$ cat config.mk
export PLATFORM = sky130hd
export DESIGN_NAME = irq_prio_ctrl
export DESIGN_NICKNAME = d
export VERILOG_FILES = /design/src/rtl/irqp_pkg.sv /design/src/rtl/irqp_top_finder.sv /design/src/rtl/irqp_gate.sv /design/src/rtl/irq_prio_ctrl.sv
export SDC_FILE = /design/constraint.sdc
export NUM_CORES = 2
export LEC_CHECK = 0
export BUFFER_PORTS_ARGS = -buffer_cell sky130_fd_sc_hd__buf_2
export CAP_MARGIN = 10
export CORE_MARGIN = 2
export CORE_UTILIZATION = 52
export CTS_CLUSTER_DIAMETER = 80
export DETAILED_ROUTE_END_ITERATION = 6
export MAX_ROUTING_LAYER = met4
export PLACE_DENSITY = 0.69
export SETUP_SLACK_MARGIN = 0.2
export SYNTH_ARGS = -nofsm -noshare
export SYNTH_HDL_FRONTEND = slang
export SYNTH_SLANG_ARGS = --single-unit
$ cat constraint.sdc
create_clock -name clk -period 8.3 [get_ports clk]
set_input_delay 0.415 -clock clk [delete_from_list [all_inputs] [get_ports clk]]
set_output_delay 0.415 -clock clk [all_outputs]
set_load 0.02 [all_outputs]
$ cat src/rtl/irqp_pkg.sv
// Shared constants for the interrupt priority controller.
// Assumes vectors are at least CLASS_W bits wide.
package irqp_pkg;
    localparam int CLASS_W  = 4;   // width of a priority class (upper vector bits)
    localparam int SVR_W    = 9;   // spurious register bits kept
    localparam int SVR_EN   = 8;   // software-enable bit position
endpackage

$ cat src/rtl/irqp_top_finder.sv
// Finds the highest-numbered set bit of a bit array.
// Assumes N <= 2**IW. Reports found = 0 for an empty array.
module irqp_top_finder #(
    parameter int N  = 256,
    parameter int IW = 8
) (
    input  logic [N-1:0]  bits,
    output logic          found,
    output logic [IW-1:0] idx
);
    // Scan upward so that the last set bit seen (the highest) wins.
    always_comb begin
        found = 1'b0;
        idx   = '0;
        for (int i = 0; i < N; i++) begin
            if (bits[i]) begin
                found = 1'b1;
                idx   = IW'(i);
            end
        end
    end
endmodule

$ cat src/rtl/irqp_gate.sv
// Computes the processor priority and decides whether the top request is deliverable.
// Assumes the class of a vector is its upper CLASS_W bits.
module irqp_gate
    import irqp_pkg::*;
#(
    parameter int VW = 8
) (
    input  logic [VW-1:0] tpr,
    input  logic          isr_found,
    input  logic [VW-1:0] isr_top,
    input  logic          irr_found,
    input  logic [VW-1:0] irr_top,
    output logic [VW-1:0] ppr,
    output logic          deliverable
);
    logic [CLASS_W-1:0] tpr_cls, isr_cls, irr_cls, ppr_cls;

    assign tpr_cls = tpr[VW-1 -: CLASS_W];
    assign isr_cls = isr_top[VW-1 -: CLASS_W];
    assign irr_cls = irr_top[VW-1 -: CLASS_W];

    // Processor priority: task priority, or class of the highest in-service vector.
    always_comb begin
        if (!isr_found || tpr_cls >= isr_cls) ppr = tpr;
        else                                  ppr = {isr_cls, {(VW-CLASS_W){1'b0}}};
    end

    assign ppr_cls = ppr[VW-1 -: CLASS_W];

    // Gate the top request against the processor priority class.
    assign deliverable = irr_found && !((ppr != '0) && (irr_cls <= ppr_cls));
endmodule

$ cat src/rtl/irq_prio_ctrl.sv
// Pending / in-service / trigger-mode tracking with priority gating, acknowledge and EOI.
// Assumes at most one of req, ack, eoi touches the same vector in one cycle;
// when it happens, setting a bit wins over clearing it.
module irq_prio_ctrl
    import irqp_pkg::*;
#(
    parameter int NUM_VEC = 256,
    parameter int WORD_W  = 32
) (
    input  logic                            clk,
    input  logic                            rst_n,
    input  logic                            req_valid,
    input  logic [$clog2(NUM_VEC)-1:0]      req_vector,
    input  logic                            req_level,
    input  logic                            tpr_we,
    input  logic [$clog2(NUM_VEC)-1:0]      tpr_wdata,
    input  logic                            svr_we,
    input  logic [31:0]                     svr_wdata,
    input  logic                            ack,
    output logic                            ack_valid,
    output logic [$clog2(NUM_VEC)-1:0]      ack_vector,
    output logic                            ack_spurious,
    input  logic                            eoi,
    output logic                            eoi_bcast,
    output logic [$clog2(NUM_VEC)-1:0]      eoi_bcast_vector,
    output logic                            irq_out,
    output logic [$clog2(NUM_VEC)-1:0]      ppr_out,
    input  logic [$clog2(NUM_VEC/WORD_W)-1:0] rd_word,
    output logic [WORD_W-1:0]               irr_word,
    output logic [WORD_W-1:0]               isr_word,
    output logic [WORD_W-1:0]               tmr_word
);
    localparam int VW        = $clog2(NUM_VEC);
    localparam int NUM_WORDS = NUM_VEC / WORD_W;
    localparam logic [NUM_VEC-1:0] ONE = {{(NUM_VEC-1){1'b0}}, 1'b1};

    logic [NUM_VEC-1:0] irr_q, isr_q, tmr_q;
    logic [VW-1:0]      tpr_q;
    logic [SVR_W-1:0]   svr_q;

    logic          irr_found, isr_found, deliverable, enabled, take;
    logic [VW-1:0] irr_top, isr_top, ppr;
    logic [NUM_VEC-1:0] irr_set, irr_clr, isr_set, isr_clr, req_hot;

    irqp_top_finder #(.N(NUM_VEC), .IW(VW)) u_irr_find (
        .bits(irr_q), .found(irr_found), .idx(irr_top));
    irqp_top_finder #(.N(NUM_VEC), .IW(VW)) u_isr_find (
        .bits(isr_q), .found(isr_found), .idx(isr_top));
    irqp_gate #(.VW(VW)) u_gate (
        .tpr(tpr_q), .isr_found(isr_found), .isr_top(isr_top),
        .irr_found(irr_found), .irr_top(irr_top),
        .ppr(ppr), .deliverable(deliverable));

    assign enabled = svr_q[SVR_EN];
    assign take    = ack && enabled && deliverable;
    assign ppr_out = ppr;

    // Build the one-hot set and clear masks for this cycle.
    always_comb begin
        req_hot = ONE << req_vector;
        irr_set = req_valid ? req_hot : '0;
        irr_clr = take ? (ONE << irr_top) : '0;
        isr_set = irr_clr;
        isr_clr = (eoi && isr_found) ? (ONE << isr_top) : '0;
    end

    // Update the three arrays.
    always_ff @(posedge clk) begin
        if (!rst_n) begin
            irr_q <= '0;
            isr_q <= '0;
            tmr_q <= '0;
        end else begin
            irr_q <= (irr_q & ~irr_clr) | irr_set;
            isr_q <= (isr_q & ~isr_clr) | isr_set;
            if (req_valid) tmr_q <= req_level ? (tmr_q | req_hot) : (tmr_q & ~req_hot);
        end
    end

    // Hold the task priority and the kept spurious register bits.
    always_ff @(posedge clk) begin
        if (!rst_n) begin
            tpr_q <= '0;
            svr_q <= '0;
        end else begin
            if (tpr_we) tpr_q <= tpr_wdata;
            if (svr_we) svr_q <= svr_wdata[SVR_W-1:0];
        end
    end

    // Register the acknowledge response, the EOI broadcast and the interrupt line.
    always_ff @(posedge clk) begin
        if (!rst_n) begin
            ack_valid        <= 1'b0;
            ack_vector       <= '0;
            ack_spurious     <= 1'b0;
            eoi_bcast        <= 1'b0;
            eoi_bcast_vector <= '0;
            irq_out          <= 1'b0;
        end else begin
            ack_valid        <= ack;
            ack_spurious     <= ack && !take;
            if (ack) ack_vector <= take ? irr_top : svr_q[VW-1:0];
            eoi_bcast        <= eoi && isr_found && tmr_q[isr_top];
            if (eoi) eoi_bcast_vector <= isr_top;
            irq_out          <= enabled && deliverable;
        end
    end

    // Split each array into readable words.
    logic [WORD_W-1:0] irr_w [NUM_WORDS];
    logic [WORD_W-1:0] isr_w [NUM_WORDS];
    logic [WORD_W-1:0] tmr_w [NUM_WORDS];
    for (genvar g = 0; g < NUM_WORDS; g++) begin : g_words
        assign irr_w[g] = irr_q[g*WORD_W +: WORD_W];
        assign isr_w[g] = isr_q[g*WORD_W +: WORD_W];
        assign tmr_w[g] = tmr_q[g*WORD_W +: WORD_W];
    end

    assign irr_word = irr_w[rd_word];
    assign isr_word = isr_w[rd_word];
    assign tmr_word = tmr_w[rd_word];
endmodule

==> out/qor.txt <==
status: complete, but fails checks
violated checks: DRC
Syn Nets: 5777
Worst Setup End Kind: register
post-synthesis cell type count: 102
Max IR drop VDD: 0.186 mV
Achievable Freq: 130 MHz
final cell count without fillers: 6987
Clock Power Share: 0.473
TritonCTS clock tree: built
vias in the first global route: 45600
I/O Pins: 183
first-pass GRT wire length: 347000 um
Synthesis Warnings: 0
fraction of registers with async set/reset: 0
via count: 51800
most used cell along the critical path: a21oi_1
Critical Path Max Stage Delay: 0.74 ns
Hold Crit Class: in2reg
Mean Syn Cell Area: 8.06 um^2
clk buf depth: 3
Critical Path Slowest Stage Cell: nor4_1
P_sw: 2580 uW
CTS Sinks: 805
GRT Util Overall: 0.555
Post-CTS Setup Inserts: 0
Slew Viols, Final: 0
critical path launch point type: register
Hold Fails Final Rpt: 0
Internal Power: 6630 uW
final setup fails: 0
TNS Setup: 0 ns
Logic pwr share: 0.105
most frequent cells in the layout: 805 x dfxtp_1, 726 x a21oi_1, 713 x nand2_1
Reg power frac: 0.423
Final ANT Viol Nets: 0
remaining global-route overflow: 0
Clock Latency Late Sink: 0.70 ns
Place WS: 0.426 ns
critical path class: reg2reg
Final nets: 5803
Final WS setup: 0.579 ns
register area share after synthesis: 0.350
#FFs+latches synth: 805
Worst-path clk slew: 0.06 ns
Worst-Margin Slew: 1.43 ns
relative slew slack: 0.0460
ys flop type: dfxtp_1
Starting DRT DRC Count: 9832
final WL: 253000 um
Post-synth EDFFs: 0
RD Place Congestion: 1.10
detailed-route DRC error count: 1
commonest non-fill, non-tap cell in the layout: dfxtp_1
CTS root buf: clkbuf_16
P&R area growth vs syn: 11.8%
CP arrival: 8.23 ns
Cell Area, Synth: 46000 um^2
static leakage: 0.0188 uW
Synth Instances: 5710
RSZ-0062 raised after global routing: false
Num CTS Buffers: 91
crit share post-route: 0.930
post-placement cell count: 6792
First-pass DRT Iterations: 7
Initial Util: 0.522
DR WL/cell: 36.3 um
WHS: 0.0106 ns
input/output buffers: 159
Vias per Instance: 7.41
power per cell area: 179 nW/um^2
largest net degree at the start of global routing: 225
post-DP HPWL: 189000 um
Die Wd: 301 um
share of cells above drive strength 1: 0.153
skew final: 0.0290 ns
die height: 301 um
initial antenna violation count: 18
H-Tree Depth: 3
Final min period: 7.72 ns
maxcap violations: 0
core area: 88100 um^2
die area: 90900 um^2
WP data required: 8.81 ns
Rows: 109
Fillers: 8273
Sw Ratio: 0.280
Max FO, Critical Path: 15
## power by group through the flow
stage | clock network, uW | registers, uW | logic (uW)
6_report | 4350 | 3890 | 963
2_1_floorplan | 0 | 3980 | 518
5_1_grt | 4460 | 3890 | 952
3_5_place_dp | 0 | 3980 | 892
4_1_cts | 4310 | 3890 | 898
3_3_place_gp | 0 | 3980 | 888
## what timing repair did
| action | in CTS | in global routing |
|---|---|---|
| endpoints found under the hold margin | 14 | 1 |
| hold buffers | 14 | 1 |
| endpoints found under the setup margin | 0 | 113 |
| resized for setup | 0 | 3 |
## final cells by class
type,count,area [um^2],share of cell area
multi-input combinational,4396,28000,0.545
sequential,805,16100,0.313
clock buffer,128,2660,0.0517
timing repair buffer,325,2180,0.0424
tap,1165,1460,0.0283
clock inverter,33,495,0.00964
inverter,117,447,0.00869
antenna,18,45.0,0.000876
## kinds of logic after synthesis
group | count (synthesis) | share of synthesized area
flip-flops | 805 | 0.350
adder cells (fa/ha/maj) | 8 | 0.00218
AO/OA/AOI/OAI | 1750 | 0.221
buffers and inverters | 509 | 0.0447
multiplexers | 478 | 0.160
AND/OR/NAND/NOR | 2160 | 0.222
## synth_stat cells (43+ instances only)
| cell | count | share of area |
|---|---|---|
| nand4_1 | 48 | 0.0065 |
| o21a_1 | 44 | 0.0072 |
| nor3_1 | 112 | 0.012 |
| o211ai_1 | 102 | 0.017 |
| mux4_2 | 192 | 0.094 |
| nand2b_1 | 43 | 0.0058 |
| mux2i_1 | 152 | 0.033 |
| nand2_1 | 713 | 0.058 |
| nand3_1 | 289 | 0.031 |
| clkbuf_1 | 318 | 0.026 |
| a21oi_1 | 727 | 0.079 |
| mux2_2 | 130 | 0.032 |
| dfxtp_1 | 805 | 0.35 |
| nor2_1 | 567 | 0.046 |
| inv_1 | 113 | 0.0092 |
| nor4_1 | 161 | 0.022 |
| o21ai_0 | 551 | 0.060 |
## metrics by stage
step | total power, uW | instance area (um^2) | utilization
2_1_floorplan | 4490 | 46000 | -
6_report | 9200 | 51400 | 0.584
5_1_grt | 9300 | 51400 | 0.584
3_5_place_dp | 4870 | 48100 | 0.545
4_1_cts | 9100 | 51300 | 0.583
3_3_place_gp | 4860 | 48000 | 0.545
## critical path: cells and delay by family, from the launching register on
family | cells | cell delay [ns]
compound gates | 14 | 2.64
flops | 1 | 0.29
buf+inv | 4 | 0.79
simple gates | 11 | 3.26
fa+ha+maj | 2 | 0.54
## worst paths after layout
| check | slack (ns) | cells past startpoint | start | to |
|---|---|---|---|---|
| max reg2reg | 0.58 | 31 | isr_q[115]$_SDFF_PN0_ | irr_q[146]$_SDFF_PN0_ |
| min | 0.01 | 3 | svr_wdata[0] | svr_q[0]$_SDFFE_PN0P_ |
| min reg2reg | 0.47 | 2 | register | register |
| max | 0.58 | 31 | isr_q[115]$_SDFF_PN0_ | irr_q[146]$_SDFF_PN0_ |
## layer usage
metal	global-route usage	part of all wire	up-vias
met5	-	0	-
met4	0.385	0.092	0
met3	0.206	0.16	1045
met2	0.733	0.39	4859
met1	0.694	0.36	24800
li1	-	-	21100
(Power assumes the default switching activity.)
